## src/rtl/rrs_pkg.sv

```systemverilog
package rrs_pkg;

  typedef enum logic [1:0] {
    REL_MBB     = 2'd0,
    REL_BBM_IN  = 2'd1,
    REL_BBM_SD  = 2'd2,
    REL_MBB_ALT = 2'd3
  } rel_mode_e;

  typedef enum logic {
    ST_IDLE = 1'b0,
    ST_HOLD = 1'b1
  } seq_state_e;

  localparam logic [2:0] PAT_TALK = 3'b000;
  localparam logic [2:0] PAT_OPEN = 3'b101;

endpackage

```

## src/rtl/rrs_hold_timer.sv

```systemverilog
module rrs_hold_timer #(
  parameter int CNT_W    = 23,
  parameter int DEF_HOLD = 5_000_000
) (
  input  logic             clk,
  input  logic             rst_n,
  input  logic             load_i,
  input  logic             clear_i,
  input  logic [CNT_W-1:0] ticks_i,
  output logic             last_o
);

  localparam logic [CNT_W-1:0] DEF_V = CNT_W'(DEF_HOLD);
  localparam logic [CNT_W-1:0] MIN_V = CNT_W'(2);
  localparam logic [CNT_W-1:0] ONE_V = CNT_W'(1);

  logic [CNT_W-1:0] eff_ticks;
  logic [CNT_W-1:0] cnt_d, cnt_q;

  always_comb begin
    if (ticks_i == '0)        eff_ticks = DEF_V;
    else if (ticks_i < MIN_V) eff_ticks = MIN_V;
    else                      eff_ticks = ticks_i;
  end

  always_comb begin
    cnt_d = cnt_q;
    if (clear_i)            cnt_d = '0;
    else if (load_i)        cnt_d = eff_ticks;
    else if (cnt_q != '0)   cnt_d = cnt_q - ONE_V;
  end

  always_ff @(posedge clk or negedge rst_n) begin
    if (!rst_n) cnt_q <= '0;
    else        cnt_q <= cnt_d;
  end

  assign last_o = (cnt_q == ONE_V);

  // a loaded hold is never shorter than two ticks
  p_min_hold_r7: assert property (@(posedge clk) disable iff (!rst_n)
    load_i && !clear_i |=> cnt_q >= MIN_V);

endmodule

```

## src/rtl/rrs_ctrl.sv

```systemverilog
module rrs_ctrl
  import rrs_pkg::*;
(
  input  logic       clk,
  input  logic       rst_n,
  input  logic       start_i,
  input  logic [1:0] mode_i,
  input  logic       abort_i,
  input  logic       req_i,
  input  logic [2:0] req_pat_i,
  input  logic       req_latch_i,
  input  logic       last_i,
  output logic       load_o,
  output logic [2:0] pat_o,
  output logic       latch_o,
  output logic       sd_oe_o,
  output logic       busy_o,
  output logic       done_o
);

  seq_state_e state_q, state_d;
  rel_mode_e  mode_q, mode_d;
  logic [2:0] pat_q, pat_d;
  logic       latch_q, latch_d;
  logic       oe_q, oe_d;
  logic       done_q, done_d;

  always_comb begin
    state_d = state_q;
    mode_d  = mode_q;
    pat_d   = pat_q;
    latch_d = latch_q;
    oe_d    = oe_q;
    done_d  = 1'b0;
    load_o  = 1'b0;
    if (abort_i) begin
      state_d = ST_IDLE;
      pat_d   = PAT_TALK;
      latch_d = 1'b0;
      oe_d    = 1'b0;
    end else begin
      unique case (state_q)
        ST_IDLE: begin
          if (start_i) begin
            mode_d  = rel_mode_e'(mode_i);
            latch_d = 1'b0;
            state_d = ST_HOLD;
            load_o  = 1'b1;
            unique case (rel_mode_e'(mode_i))
              REL_BBM_IN:           pat_d = PAT_OPEN;
              REL_BBM_SD:           oe_d  = 1'b1;
              REL_MBB, REL_MBB_ALT: pat_d = PAT_TALK;
              default:              pat_d = PAT_TALK;
            endcase
          end else if (req_i) begin
            pat_d   = req_pat_i;
            latch_d = req_latch_i;
          end
        end
        ST_HOLD: begin
          if (mode_q == REL_BBM_SD) pat_d = PAT_TALK;
          if (last_i) begin
            pat_d   = PAT_TALK;
            oe_d    = 1'b0;
            done_d  = 1'b1;
            state_d = ST_IDLE;
          end
        end
        default: state_d = ST_IDLE;
      endcase
    end
  end

  always_ff @(posedge clk or negedge rst_n) begin
    if (!rst_n) begin
      state_q <= ST_IDLE;
      mode_q  <= REL_MBB;
      pat_q   <= PAT_TALK;
      latch_q <= 1'b0;
      oe_q    <= 1'b0;
      done_q  <= 1'b0;
    end else begin
      state_q <= state_d;
      mode_q  <= mode_d;
      pat_q   <= pat_d;
      latch_q <= latch_d;
      oe_q    <= oe_d;
      done_q  <= done_d;
    end
  end

  assign pat_o   = pat_q;
  assign latch_o = latch_q;
  assign sd_oe_o = oe_q;
  assign busy_o  = (state_q == ST_HOLD);
  assign done_o  = done_q;

  p_abort_clears_r10: assert property (@(posedge clk) disable iff (!rst_n)
    abort_i |=> (pat_o == PAT_TALK) && !sd_oe_o && !busy_o && !done_o && !latch_o);

  p_done_not_busy_r9: assert property (@(posedge clk) disable iff (!rst_n)
    done_o |-> !busy_o && (pat_o == PAT_TALK) && !sd_oe_o);

  p_done_single_r9: assert property (@(posedge clk) disable iff (!rst_n)
    done_o |=> !done_o);

  p_busy_from_start_r8: assert property (@(posedge clk) disable iff (!rst_n)
    $rose(busy_o) |-> $past(start_i));

  p_open_hold_r4: assert property (@(posedge clk) disable iff (!rst_n)
    busy_o && (mode_q == REL_BBM_IN) |-> pat_o == PAT_OPEN);

  p_talk_under_sd_r5: assert property (@(posedge clk) disable iff (!rst_n)
    sd_oe_o && $past(sd_oe_o) |-> pat_o == PAT_TALK);

  p_sd_release_r5: assert property (@(posedge clk) disable iff (!rst_n)
    $fell(sd_oe_o) |-> done_o || $past(abort_i));

endmodule

```

## src/rtl/ring_release_seq.sv

```systemverilog
module ring_release_seq #(
  parameter int CNT_W    = 23,
  parameter int DEF_HOLD = 5_000_000
) (
  input  logic             clk,
  input  logic             rst_n,
  input  logic             start_i,
  input  logic [1:0]       mode_i,
  input  logic [CNT_W-1:0] hold_ticks_i,
  input  logic             abort_i,
  input  logic             req_i,
  input  logic [2:0]       req_pat_i,
  input  logic             req_latch_i,
  output logic             ring_o,
  output logic             tin_o,
  output logic             tout_o,
  output logic             latch_o,
  output logic             sd_oe_o,
  output logic             sd_dat_o,
  output logic             busy_o,
  output logic             done_o
);

  logic       load;
  logic       last;
  logic [2:0] pat;

  rrs_hold_timer #(.CNT_W(CNT_W), .DEF_HOLD(DEF_HOLD)) u_timer (
    .clk     (clk),
    .rst_n   (rst_n),
    .load_i  (load),
    .clear_i (abort_i),
    .ticks_i (hold_ticks_i),
    .last_o  (last)
  );

  rrs_ctrl u_ctrl (
    .clk         (clk),
    .rst_n       (rst_n),
    .start_i     (start_i),
    .mode_i      (mode_i),
    .abort_i     (abort_i),
    .req_i       (req_i),
    .req_pat_i   (req_pat_i),
    .req_latch_i (req_latch_i),
    .last_i      (last),
    .load_o      (load),
    .pat_o       (pat),
    .latch_o     (latch_o),
    .sd_oe_o     (sd_oe_o),
    .busy_o      (busy_o),
    .done_o      (done_o)
  );

  assign {ring_o, tin_o, tout_o} = pat;
  // open-drain: the data bit is fixed low, only the enable moves
  assign sd_dat_o = 1'b0;

endmodule

```

## config.mk

```make
export PLATFORM = sky130hd
export DESIGN_NAME = ring_release_seq
export DESIGN_NICKNAME = d
export VERILOG_FILES = /design/src/rtl/rrs_pkg.sv /design/src/rtl/rrs_hold_timer.sv /design/src/rtl/rrs_ctrl.sv /design/src/rtl/ring_release_seq.sv
export SDC_FILE = /design/constraint.sdc
export NUM_CORES = 1
export LEC_CHECK = 0
export BUFFER_PORTS_ARGS = -buffer_cell sky130_fd_sc_hd__buf_2
export CAP_MARGIN = 20
export CORE_ASPECT_RATIO = 0.75
export CORE_MARGIN = 5
export CORE_UTILIZATION = 54
export CTS_BUF_LIST = sky130_fd_sc_hd__clkbuf_4 sky130_fd_sc_hd__clkbuf_8 sky130_fd_sc_hd__clkbuf_16
export CTS_CLUSTER_DIAMETER = 120
export CTS_CLUSTER_SIZE = 8
export DETAILED_ROUTE_END_ITERATION = 7
export PLACE_DENSITY = 0.86
export SLEW_MARGIN = 20
export SYNTH_ARGS = -nofsm -noshare
export SYNTH_HDL_FRONTEND = slang
export SYNTH_SLANG_ARGS = --single-unit
```

## constraint.sdc

```tcl
create_clock -name clk -period 2.74 [get_ports clk]
set_input_delay 0.411 -clock clk [delete_from_list [all_inputs] [get_ports clk]]
set_output_delay 0.411 -clock clk [all_outputs]
set_load 0.02 [all_outputs]
```

==> flow_metrics.py <==
metrics = {
    "final_layout": {
        "layout.nets": 295,
        "areaGrowthSynthToFinish_pct": 17.3,
        "diodes": 0,
        "drive_above_1_share_pct": 23.6,
        "fin_cells": 310,
        "fin_area_um2": 2330,
    },
    "synth": {
        "synth_most_common_cell": "dfrtp_1",
        "synth_common_cells": "dfrtp_1 (32), nor2_1 (28), nor3_1 (20)",
        "synth-seq-cells": 32,
        "synth_area_leaders": "dfrtp_1 (40%), xnor2_1 (6.2%), a211oi_1 (5.7%)",
        "synth_top_area_share_pct": 40.3,
        "yosysUniqueCellTypes": 43,
        "seq_area_frac_synth_pct": 40.3,
        "synth_top_cell_by_area": "dfrtp_1",
        "yosys_most_used_dff": "dfrtp_1",
        "synthCells": 218,
        "syn_area_per_cell_um2": 9.11,
        "syn_area_um2": 1990,
        "ys_warn_count": 0,
        "async_flop_share_pct": 100,
        "syn_nets": 256,
        "synth_edf_count": 0,
    },
    "clocking": {
        "cts_buffers": 5,
        "postCtsHoldBufs": 0,
        "cts_root_buffer": "clkbuf_8",
        "clock_path_buffers": 2,
        "cts_resized": 0,
        "clock_latency_ns": 0.29,
        "cts_setup_buffers": 0,
        "tritoncts": "done",
        "htree_num_levels": 2,
        "cts.sinks": 32,
        "path_clk_slew_ns": 0.07,
    },
    "detailed_routing": {
        "drt_iter0_drc": 161,
        "vias_per_cell": 5.73,
        "wl_um": 4860,
        "vias": 1777,
        "dr.pass1.iters": 4,
        "ant_nets": 0,
        "wl_per_cell_um": 15.7,
        "drc": 0,
    },
    "global_routing": {
        "grt-ovfl-total": 0,
        "grt_start_max_net_pins": 37,
        "first_global_vias": 1697,
        "antenna_found_initial": 0,
        "grt_use_total_pct": 20.7,
        "grt_first_pass_wirelength_um": 8140,
    },
    "pwr": {
        "p_sw_share_pct": 33.6,
        "power_mw": 1.52,
        "power_frac_clock_pct": 29.6,
        "switchingPower_mw": 0.512,
        "p_seq_share_pct": 40.8,
        "p_comb_share_pct": 29.5,
        "peakVddDrop_mv": 0.422,
        "powerDensity_nw_per_um2": 654,
        "intPower_mw": 1.01,
        "p_leak_nw": 1.02,
    },
    "sta": {
        "grt_setup_unrepaired": "no",
        "holdWs_ns": 0.173,
        "max_freq_mhz": 419,
        "fin_tns_setup_ns": 0,
        "drv_slew": 0,
        "setup_viol": 0,
        "max-slew-margin-rel_pct": 52.7,
        "finalHoldViolCount": 0,
        "tightest_slew_ns": 0.709,
        "timing.final.crit_share_pct": 87.2,
        "fin_skew_ns": 0.00942,
        "final.min_clock_period_ns": 2.39,
    },
    "placed_design": {
        "dp_hpwl_um": 3630,
        "port_buffers": 40,
        "gp_congestion": 0.882,
        "place_area_um2": 2220,
        "dp_cells": 302,
    },
    "floorplan": {
        "num_rows": 19,
        "dieHeight_um": 62.5,
        "core_um2": 3610,
        "ios": 42,
        "die_w_um": 80.0,
        "die-area_um2": 5000,
        "initial_core_util_pct": 55.0,
    },
    "worst_setup_path": {
        "crit_type": "flop to flop",
        "cp-end-kind": "flop",
        "required_ns": 2.94,
        "crit_arrival_ns": 2.58,
        "crit_path_max_fanout": 6,
        "setup.worst_path.start_class": "flop",
    },
    "outcome": {
        "status": "completed",
    },
    "run": {
        "drv_cap": 0,
    },
    "hold_path": {
        "hp-class": "input pin to async pin",
    },
}
[critical path, cell delays in order, from the launching register on]
cell and delay [ns]:
dfrtp_1 0.42, inv_1 0.10, ha_1 0.21, nor4b_1 0.46, nand2_1 0.24, or4_1 0.46, xor2_1 0.15, a211oi_1 0.25
[through the flow]
stage	worst slack, ns	utilization, %
after CTS	0.346	64.5
after floorplan	0.646	-
after global routing	0.133	64.5
after detailed placement	0.333	61.4
after global placement	0.540	61.4
final	0.351	64.5
[power groups by stage]
stage	clock network, mW	logic (mW)	registers (mW)
floorplan	0	0.343	0.607
global placement	0	0.431	0.620
detailed placement	0	0.442	0.627
CTS	0.455	0.448	0.620
global route	0.482	0.496	0.633
finish	0.451	0.450	0.622
[placed cells by master, fill, tap and decap left out, drive strengths merged, types with 2 or more instances in the layout]
master | synthesis | final
buf | 3 | 43
a21oi | 8 | 8
or4 | 3 | 3
or3 | 7 | 7
clkbuf | 8 | 6
xnor2 | 14 | 14
a211oi | 17 | 17
nor2 | 28 | 28
a2bb2oi | 2 | 2
a311oi | 2 | 2
nand2b | 4 | 4
nor3 | 21 | 21
dfrtp | 32 | 32
nand4 | 2 | 2
inv | 5 | 5
xor2 | 5 | 5
nand2 | 16 | 16
mux2 | 2 | 2
nor4 | 11 | 11
o21ai | 8 | 8
ha | 4 | 4
[sequential cells by signal, indices dropped and copies added (netlist names)]
name            flops
u_timer.cnt_q      23
u_ctrl.pat_o        3
u_ctrl.mode_q       2
u_ctrl.busy_o       1
u_ctrl.done_o       1
u_ctrl.latch_o      1
u_ctrl.sd_oe_o      1
[area by class of cell]
type	count	area (um2)
sequential	32	801
fill	307	1280
timing repair buffer	43	223
clock inverter	2	35.0
clock buffer	6	76.3
tap	52	65.1
multi-input combinational	170	1110
inverter	5	18.8
[cell families (layout without fill, tap and decap cells)]
family	after synthesis	after routing	synth area share, %
compound gates	44	44	17.0
xor+xnor	19	19	8.38
fa+ha+maj	4	4	2.52
buf+inv	16	56	3.78
flops	32	32	40.3
mux	3	3	1.64
other cells	1	1	0.189
simple gates	99	99	26.2
[metal layers]
metal  part of all wire, %  vias to the layer above  GRT usage, %  wire [um]
met5                     0                        -             0          0
met4                   1.1                        0          6.54         53
met3                   7.1                        9          4.90        343
met2                    47                       64          30.1       2260
met1                    45                      828          30.4       2200
li1                      -                      876             -          -
[worst paths after layout]
path | depth (start not counted) | to | slack, ns | startpoint
setup / recovery | 7 | u_timer.cnt_q[12] | 0.35 | u_timer.cnt_q[1]
setup reg to reg | 7 | u_timer.cnt_q[12] | 0.35 | u_timer.cnt_q[1]
min in group clk | 3 | u_timer.cnt_q[5] | 0.38 | hold_ticks_i[5]
hold / removal | 1 | u_ctrl.mode_q[0] | 0.17 | rst_n
hold reg to reg | 2 | u_ctrl.mode_q[0] | 0.50 | u_ctrl.mode_q[0]
max in group asynchronous | 1 | u_timer.cnt_q[13] | 2.11 | rst_n
(Power assumes the default switching activity.)
